==> src/rtl/nvseq_pkg.sv <==
// Package: shared types for the software store/recall sequence detector.
// Assumes nothing beyond the default address width below.
package nvseq_pkg;
    localparam int DEF_ADDR_W = 15;

    // One sampled port event handed from the tracker to the matcher
    typedef struct packed {
        logic rd_end;   // a read cycle has just finished
        logic wr;       // a write cycle is being sampled
    } port_ev_t;
endpackage

==> src/rtl/nvseq_access_tracker.sv <==
// Access tracker: turns the sampled strobes into per-access events.
// A read counts once, when chip enable or output enable is released.
// The address is kept from the read's last active cycle.
// Assumes: strobes are already synchronous to clk. busy masks everything.
module nvseq_access_tracker
    import nvseq_pkg::*;
#(
    parameter int ADDR_W = DEF_ADDR_W
) (
    input  logic              clk,
    input  logic              rst_n,
    input  logic              ce_n,
    input  logic              oe_n,
    input  logic              we_n,
    input  logic [ADDR_W-1:0] addr,
    input  logic              busy,
    output port_ev_t          ev,
    output logic [ADDR_W-1:0] rd_addr
);
    logic rd_now;
    logic rd_open_q;
    logic [ADDR_W-1:0] addr_q;

    // Classify the current sampled cycle
    always_comb begin
        rd_now    = !ce_n && !oe_n && we_n;
        ev.wr     = !busy && !ce_n && !we_n;
        ev.rd_end = !busy && rd_open_q && (ce_n || oe_n);
    end

    // Remember an open read and its latest address; busy drops it
    always_ff @(posedge clk) begin
        if (!rst_n) begin
            rd_open_q <= 1'b0;
            addr_q    <= '0;
        end else if (busy) begin
            rd_open_q <= 1'b0;
        end else begin
            rd_open_q <= rd_now;
            if (rd_now) addr_q <= addr;
        end
    end

    assign rd_addr = addr_q;


    read_counted_once_chk: assert property (@(posedge clk) disable iff (!rst_n)
        ev.rd_end |=> !ev.rd_end);
endmodule

==> src/rtl/nvseq_addr_compare.sv <==
// Address comparator bank: one hit flag per chain step, plus the recall tail.
// Assumes the chain addresses are constants fixed at elaboration.
module nvseq_addr_compare #(
    parameter int ADDR_W  = 15,
    parameter int SEQ_LEN = 6,
    parameter logic [SEQ_LEN-1:0][ADDR_W-1:0] STORE_SEQ = '0,
    parameter logic [ADDR_W-1:0] RECALL_LAST = '0
) (
    input  logic [ADDR_W-1:0]  rd_addr,
    output logic [SEQ_LEN-1:0] hit_seq,
    output logic               hit_recall
);
    // One equality comparator per chain position
    for (genvar i = 0; i < SEQ_LEN; i++) begin : g_hit
        assign hit_seq[i] = (rd_addr == STORE_SEQ[i]);
    end

    // Comparator for the alternative final address
    assign hit_recall = (rd_addr == RECALL_LAST);
endmodule

==> src/rtl/nvseq_matcher.sv <==
// Chain matcher: a step counter advanced by counted reads.
// It drops back on a write or a mismatch, restarts at step one on a first-address hit,
// and pulses a request on a full chain.
// Assumes the events and the hit flags come from the same sampled cycle.
module nvseq_matcher
    import nvseq_pkg::*;
#(
    parameter int SEQ_LEN = 6
) (
    input  logic               clk,
    input  logic               rst_n,
    input  port_ev_t           ev,
    input  logic [SEQ_LEN-1:0] hit_seq,
    input  logic               hit_recall,
    output logic               store_req,
    output logic               recall_req
);
    localparam int STEP_W = $clog2(SEQ_LEN);
    localparam int LAST   = SEQ_LEN - 1;
    localparam logic [STEP_W-1:0] LAST_STEP = STEP_W'(LAST);
    localparam logic [STEP_W-1:0] ONE_STEP  = STEP_W'(1);

    logic [STEP_W-1:0] step_q, step_d;
    logic              store_d, recall_d;

    // Next step and request decision for this sampled cycle
    always_comb begin
        step_d   = step_q;
        store_d  = 1'b0;
        recall_d = 1'b0;
        if (ev.wr) begin
            step_d = '0;
        end else if (ev.rd_end) begin
            if (step_q == LAST_STEP) begin
                if (hit_seq[LAST])   store_d  = 1'b1;
                else if (hit_recall) recall_d = 1'b1;
            end
            if (store_d || recall_d)                           step_d = '0;
            else if (step_q != LAST_STEP && hit_seq[step_q])   step_d = step_q + ONE_STEP;
            else if (hit_seq[0])                               step_d = ONE_STEP;
            else                                               step_d = '0;
        end
    end

    // Step and request registers
    always_ff @(posedge clk) begin
        if (!rst_n) begin
            step_q     <= '0;
            store_req  <= 1'b0;
            recall_req <= 1'b0;
        end else begin
            step_q     <= step_d;
            store_req  <= store_d;
            recall_req <= recall_d;
        end
    end


    write_aborts_chk: assert property (@(posedge clk) disable iff (!rst_n)
        ev.wr |=> step_q == '0);

    idle_after_req_chk: assert property (@(posedge clk) disable iff (!rst_n)
        (store_req || recall_req) |-> step_q == '0);

    store_single_pulse_chk: assert property (@(posedge clk) disable iff (!rst_n)
        store_req |=> !store_req);

    recall_single_pulse_chk: assert property (@(posedge clk) disable iff (!rst_n)
        recall_req |=> !recall_req);

    req_exclusive_chk: assert property (@(posedge clk) disable iff (!rst_n)
        $onehot0({store_req, recall_req}));
endmodule

==> src/rtl/sw_nv_seq_detect.sv <==
// Top: software store/recall read-sequence detector.
// It joins the access tracker, the comparator bank and the chain matcher.
// Assumes the port strobes are synchronous to clk.
// busy is driven high by the controller for the whole store or recall.
module sw_nv_seq_detect
    import nvseq_pkg::*;
#(
    parameter int ADDR_W  = DEF_ADDR_W,
    parameter int SEQ_LEN = 6,
    parameter logic [SEQ_LEN-1:0][ADDR_W-1:0] STORE_SEQ =
        {15'h0FC0, 15'h303F, 15'h3C1F, 15'h03E0, 15'h31C7, 15'h0E38},
    parameter logic [ADDR_W-1:0] RECALL_LAST = 15'h0C63
) (
    input  logic              clk,
    input  logic              rst_n,
    input  logic              ce_n,
    input  logic              oe_n,
    input  logic              we_n,
    input  logic [ADDR_W-1:0] addr,
    input  logic              busy,
    output logic              store_req,
    output logic              recall_req
);
    port_ev_t           ev;
    logic [ADDR_W-1:0]  rd_addr;
    logic [SEQ_LEN-1:0] hit_seq;
    logic               hit_recall;

    nvseq_access_tracker #(.ADDR_W(ADDR_W)) u_track (
        .clk(clk), .rst_n(rst_n), .ce_n(ce_n), .oe_n(oe_n), .we_n(we_n),
        .addr(addr), .busy(busy), .ev(ev), .rd_addr(rd_addr)
    );

    nvseq_addr_compare #(
        .ADDR_W(ADDR_W), .SEQ_LEN(SEQ_LEN),
        .STORE_SEQ(STORE_SEQ), .RECALL_LAST(RECALL_LAST)
    ) u_cmp (
        .rd_addr(rd_addr), .hit_seq(hit_seq), .hit_recall(hit_recall)
    );

    nvseq_matcher #(.SEQ_LEN(SEQ_LEN)) u_match (
        .clk(clk), .rst_n(rst_n), .ev(ev), .hit_seq(hit_seq),
        .hit_recall(hit_recall), .store_req(store_req), .recall_req(recall_req)
    );


    busy_blocks_req_chk: assert property (@(posedge clk) disable iff (!rst_n)
        busy |=> !(store_req || recall_req));
endmodule

==> config.mk <==
export PLATFORM = sky130hd
export DESIGN_NAME = sw_nv_seq_detect
export DESIGN_NICKNAME = d
export VERILOG_FILES = /design/src/rtl/nvseq_pkg.sv /design/src/rtl/nvseq_access_tracker.sv /design/src/rtl/nvseq_addr_compare.sv /design/src/rtl/nvseq_matcher.sv /design/src/rtl/sw_nv_seq_detect.sv
export SDC_FILE = /design/constraint.sdc
export NUM_CORES = 1
export LEC_CHECK = 0
export CORE_MARGIN = 4
export CORE_UTILIZATION = 54
export DETAILED_ROUTE_END_ITERATION = 10
export GPL_ROUTABILITY_DRIVEN = 1
export HOLD_SLACK_MARGIN = 0.05
export PLACE_DENSITY = 0.83
export SLEW_MARGIN = 5
export SYNTH_ARGS = -nofsm -noshare
export SYNTH_HDL_FRONTEND = slang
export SYNTH_SLANG_ARGS = --single-unit
==> constraint.sdc <==
create_clock -name clk -period 4.2 [get_ports clk]
set_input_delay 0.63 -clock clk [delete_from_list [all_inputs] [get_ports clk]]
set_output_delay 0.63 -clock clk [all_outputs]
set_load 0.01 [all_outputs]
## Word level (Yosys, flattened, before mapping)

Index checks and enable logic that the tools add are counted.

- Register bits after elaboration: 21
- Bits of input ports: 21
- Output and inout bits: 2

- Equal/unequal tests: 9
- Reduce and logical (&&, ||, !) cells: 17
- Add/subtract/negate cells: 1
- Magnitude comparators: 1
- Bitwise operators: 3
- Mux-type cells: 14

Operator list:

| kind | count |
|---|---|
| equality test 15 x 12 -> 1 bit (second input constant) | 3 |
| equality test 15 x 14 -> 1 bit (second input constant) | 3 |
| equality test 15 x 10 -> 1 bit (second input constant) | 1 |
| two-way mux 1 bit | 11 |
| logical AND 1 bit | 7 |
| two-way mux 3 bit | 2 |
| logical NOT 1 bit | 4 |
| less-than comparator 3 x 4 -> 1 bit (second input constant) | 1 |
| OR reduction 2 bit | 2 |
| adder 3 x 1 -> 3 bit (second input constant) | 1 |
| binary-select mux 1 bit (select 3 bit) | 1 |
| equality test 3 bit (second input constant) | 1 |
| != test 3 bit (second input constant) | 1 |
| NOT 1 bit | 3 |
| OR reduction 3 bit | 1 |
| logical OR 1 bit | 2 |
| AND reduction 2 bit | 1 |

## Logic depth before layout (Yosys ltp)

- Word-level depth: 8
- Gate-level depth with buffers: 8
- Depth with buffers taken out: 8

## Modules after synthesis

From an unflattened synthesis, not the netlist that was laid out.

- Cell total of the unflattened synthesis: 131
- Area, all modules: 1157.4 µm²

Modules (own cells, without submodules):

| module | area each (µm²) | cells each | sequential area each (µm²) | instances |
|---|---|---|---|---|
| nvseq_access_tracker | 659.4 | 71 | 320.3 | 1 |
| nvseq_matcher | 326.6 | 36 | 100.1 | 1 |
| nvseq_addr_compare | 171.4 | 24 | 0.0 | 1 |

## Worst setup path after synthesis

Ideal clock, no wire load.

- Path type: register -> register
- From: register u_track.addr_q[9] (netlist: u_track.rd_addr[9])
- To: register u_match.step_q[0]
- Slack: 2290 ps
- Setup time: 67 ps
- Arrival: 1843 ps
- Clock period less this slack: 1910 ps
- Path buffers: 0
- Cell stages (with the launch flop): 7
- Cell sequence: dfxtp_1 -> nand3b_1 -> or4b_1 -> o41a_1 -> o2bb2ai_2 -> mux2_4 -> o21ai_2

- Longest elaborated chain between the ends: 8

RTL lines:

| item | RTL line | RTL |
|---|---|---|
| start: declaration | nvseq_access_tracker.sv:22 | `logic [ADDR_W-1:0] addr_q;` |
| start signal: assignment | nvseq_access_tracker.sv:40 | `if (rd_now) addr_q <= addr;` |
| equality test 15 x 12 -> 1 bit | nvseq_addr_compare.sv:19 | `assign hit_recall = (rd_addr == RECALL_LAST);` |
| two-way mux 1 bit | nvseq_matcher.sv:36 | `else if (hit_recall) recall_d = 1'b1;` |
| two-way mux 1 bit | nvseq_matcher.sv:35 | `if (hit_seq[LAST]) store_d = 1'b1;` |
| two-way mux 1 bit | nvseq_matcher.sv:34 | `if (step_q == LAST_STEP) begin` |
| two-way mux 1 bit | nvseq_matcher.sv:33 | `end else if (ev.rd_end) begin` |
| two-way mux 1 bit | nvseq_matcher.sv:31 | `if (ev.wr) begin` |
| logical OR 1 bit | nvseq_matcher.sv:38 | `if (store_d \|\| recall_d) step_d = '0;` |
| two-way mux 3 bit * | nvseq_matcher.sv:38 |  |
| end signal: assignment | nvseq_matcher.sv:52 | `step_q <= step_d;` |
| end: declaration | nvseq_matcher.sv:23 | `logic [STEP_W-1:0] step_q, step_d;` |

Every way passes the cells marked *; elsewhere a longest branch is shown, timed or not. The select of a mux whose other input is x is not followed.
A chain may end at the register's enable or synchronous reset.

## Worst setup path after layout

- From: input port busy
- To: register u_track.addr_q[8] (netlist: u_track.rd_addr[8])

- Longest elaborated chain between the ends: 2

RTL lines:

| item | RTL line | RTL |
|---|---|---|
| start: declaration | sw_nv_seq_detect.sv:20 | `input logic busy,` |
| NOT 1 bit (no source line) | - |  |
| AND reduction 2 bit (no source line) | - |  |

No other way between the ends.

==> flow_summary.json <==
{
  "outcome": "finished, final reports clean",
  "detailroute.via_count": 1094,
  "synth-warning-count": 0,
  "vdd_drop_max_uv": 196,
  "critical_path_required_ns": 4.43,
  "synth_top_family_by_area": "simple AND/OR/NAND/NOR gates",
  "count_of_fill_cells_added_during_filler_insertion": 184,
  "drt-vias-per-instance": 5.95,
  "critical_path.max_fanout": 16,
  "synthesis.nets": 160,
  "max_cap_viol_count": 0,
  "grt-ovfl-total": 0,
  "initial_drc_count": 16,
  "core_area_sq_um": 2000,
  "synthMuxAreaShare_pct": 1.29,
  "synth.cell_area_sq_um": 1160,
  "num-nets-final": 181,
  "drtPass1Iterations": 4,
  "largest_area_contributor_in_the_netlist": "sky130_fd_sc_hd__dfxtp_1",
  "post_route_cells_drive_above_1_share_pct": 9.55,
  "area_growth_from_synthesis_to_layout_pct": 21.5,
  "post-synth-top-area-fraction_pct": 36.1,
  "cts_setup_buffers": 0,
  "asyncSetResetFlopFracSynth_pct": 0,
  "cts-root-buf": "sky130_fd_sc_hd__clkbuf_4",
  "post_synth_fa_ha_maj_area_fraction_pct": 2.15,
  "layout_worst_path_cycle_share_pct": 54.3,
  "critPathBufInv": 1,
  "cts_tree": "built",
  "synth.most_common_cell": "sky130_fd_sc_hd__nand2_1",
  "grt_first_pass_wirelength_um": 4400,
  "rows": 16,
  "yosys.area_share.xor_xnor_pct": 0,
  "gr_busiest_metal": "met2",
  "timing.setup.critical_path_class": "in2reg",
  "design.die.area_sq_um": 2960,
  "maxSlewHeadroom_pct": 19.8,
  "ys_ff_latch": 21,
  "post_cts_resize_count": 0,
  "grt.met3_usage_pct": 3.00,
  "setup_total_negative_slack_ns": 0,
  "report.final.hold_viol_count": 0,
  "seq_area_frac_synth_pct": 36.1,
  "cts.clk_slew.worst_paths_ns": 0.11,
  "critical_path.slowest_cell": "sky130_fd_sc_hd__nor4b_2",
  "rsz0062_at_grt": "no",
  "grt_pass1_vias": 1017,
  "holdBufCountCts": 0,
  "worst_path_largest_cell_delay_ns": 1.06,
  "h-tree-depth": 1,
  "synth_compound_gate_area_share_pct": 20.8,
  "met1_usage_pct": 20.7,
  "post_synth_inst_count": 137,
  "diodes": 0,
  "powerDensity_nw_per_um2": 239,
  "finalMaxSlewViolations": 0,
  "min-delay-path-class": "reg2reg",
  "drtAntennaViolNets": 0,
  "global_route.usage.met2_pct": 40.4,
  "numCtsBuffers": 3,
  "netlist_top_cells_count": "37 x sky130_fd_sc_hd__nand2_1, 21 x sky130_fd_sc_hd__dfxtp_1, 10 x sky130_fd_sc_hd__a21boi_1",
  "finClkSkew_ns": 0.00232,
  "layout_min_cycle_time_ns": 2.28,
  "clk_path_buf_depth": 2,
  "remaining_drc_errors": 0,
  "dominantRegCellSynth": "sky130_fd_sc_hd__dfxtp_1",
  "number_of_enable_type_register_cells_in_the_synthesized_netlist": 0,
  "finalPower_mw": 0.338,
  "dp.final_hpwl_um": 2070,
  "syn_area_per_cell_sq_um": 8.49,
  "dp.cells": 180,
  "wire_per_inst_um": 14.2,
  "netlist_top_cells_area": "sky130_fd_sc_hd__dfxtp_1 36%, sky130_fd_sc_hd__nand2_1 12%, sky130_fd_sc_hd__a21boi_1 6.5%, sky130_fd_sc_hd__a21boi_0 3.2%, sky130_fd_sc_hd__ha_1 2.2%",
  "vertical_die_dimension_um": 54.4,
  "wire_length_reported_by_the_detailed_router_um": 2620,
  "path_cells": "clkdlybuf4s50_1 > nor4b_2 > nand2_1 > a21boi_0",
  "maxClockFrequency_ghz": 0.439,
  "start_kind": "input pin",
  "maximum_number_of_pins_on_one_net_before_global_route_repair": 20,
  "antenna_found_initial": 0,
  "die_width_um": 54.4,
  "clk_latency_ns": 0.30,
  "total_leakage_power_nw": 0.434,
  "setup_violations": 0,
  "crit_path_end_kind": "register",
  "initial_utilization_pct": 58.1,
  "netlist-cell-type-count": 46,
  "io_pins": 23,
  "synth-simple-area-share_pct": 35.9,
  "critPathTopFamily": "simple AND/OR/NAND/NOR gates",
  "globalRouteTotalUtil_pct": 20.7,
  "layout.cells.non_filler": 184,
  "arrival_ns": 2.51,
  "numClockSinks": 21,
  "gp_congestion": 0.972,
  "worst_pin_slew_ns": 1.20,
  "portBuffers": 22
}
## kinds of logic (layout without fill, tap and decap cells)
logic type	count (synthesis)	in the layout
AOI/OAI and AO/OA	29	29
adders and majority gates	2	2
buffers and inverters	8	28
DFF	21	21
muxes	1	1
and+or+nand+nor	76	76
## metal layers
layer	part of all wire, %	routed length (um)	up-vias
met5	0	0	-
met4	2.8	74	0
met3	4.8	125	8
met2	52	1350	36
met1	41	1060	508
li1	-	-	542
## sequential cells by signal, summed over array words and instances, names as in the netlist
signal and count:
u_track.rd_addr 15, u_match.step_q 3, u_match.recall_req 1, u_match.store_req 1, u_track.rd_open_q 1
## cell usage in the layout (no fill, tap or decap), types with 2 or more instances in the layout
cell                              count
sky130_fd_sc_hd__nor4_1               4
sky130_fd_sc_hd__clkdlybuf4s50_1     22
sky130_fd_sc_hd__nand2_1             37
sky130_fd_sc_hd__o21ai_0              2
sky130_fd_sc_hd__nand3_1              2
sky130_fd_sc_hd__or2_2                2
sky130_fd_sc_hd__dfxtp_1             21
sky130_fd_sc_hd__ha_1                 2
sky130_fd_sc_hd__and2_1               3
sky130_fd_sc_hd__or3_1                2
sky130_fd_sc_hd__nor3b_1              2
sky130_fd_sc_hd__nand4_1              4
sky130_fd_sc_hd__clkbuf_4             3
sky130_fd_sc_hd__nor2_1               2
sky130_fd_sc_hd__a21boi_1            10
sky130_fd_sc_hd__or4_1                2
sky130_fd_sc_hd__inv_1                2
sky130_fd_sc_hd__or4b_1               2
sky130_fd_sc_hd__a21boi_0             5
## path summary, 6_finish.rpt
path | startpoint | to | depth (start not counted) | slack (ns)
min | u_track.rd_addr[12] | u_track.rd_addr[12] | 2 | 0.49
max reg2reg | u_track.rd_addr[14] | u_match.step_q[2] | 6 | 2.13
max | busy | u_track.rd_addr[8] | 4 | 1.92
min reg2reg | u_track.rd_addr[12] | u_track.rd_addr[12] | 2 | 0.49
## worst reg2reg max path, cell delays in order (launching register included)
cell,delay (ns)
sky130_fd_sc_hd__dfxtp_1,0.35
sky130_fd_sc_hd__nor4_2,0.39
sky130_fd_sc_hd__nand2_1,0.16
sky130_fd_sc_hd__or4_1,0.53
sky130_fd_sc_hd__o2bb2ai_2,0.15
sky130_fd_sc_hd__and2_1,0.19
sky130_fd_sc_hd__o41ai_2,0.20
## report_power, final
part	leakage, nW	internal, mW	switching (mW)
Combinational	0.250	0.0231	0.0126
Sequential	0.170	0.202	0.00344
Clock	0.0150	0.0370	0.0594
Total	0.434	0.262	0.0754
## final cells by class
cell class / count / area, sq um / area share, %
clock buffers: 4 / 26.3 / 1.86
well taps: 27 / 33.8 / 2.39
multi-input cells: 108 / 706 / 49.9
inverters: 2 / 7.51 / 0.531
flip-flops and latches: 21 / 420 / 29.7
repair buffers: 22 / 220 / 15.6
## stage by stage
step / setup WS, ns / hold WS [ns] / instance area (sq um) / util, %
floorplan: 2.29 / 0.448 / 1160 / -
global placement: 1.64 / 0.465 / 1390 / 69.3
detailed placement: 1.53 / 0.475 / 1390 / 69.3
CTS: 1.85 / 0.491 / 1410 / 70.6
global route: 1.69 / 0.523 / 1410 / 70.6
finish: 1.92 / 0.489 / 1410 / 70.6
Note: power is estimated with default switching activity, not from simulation.
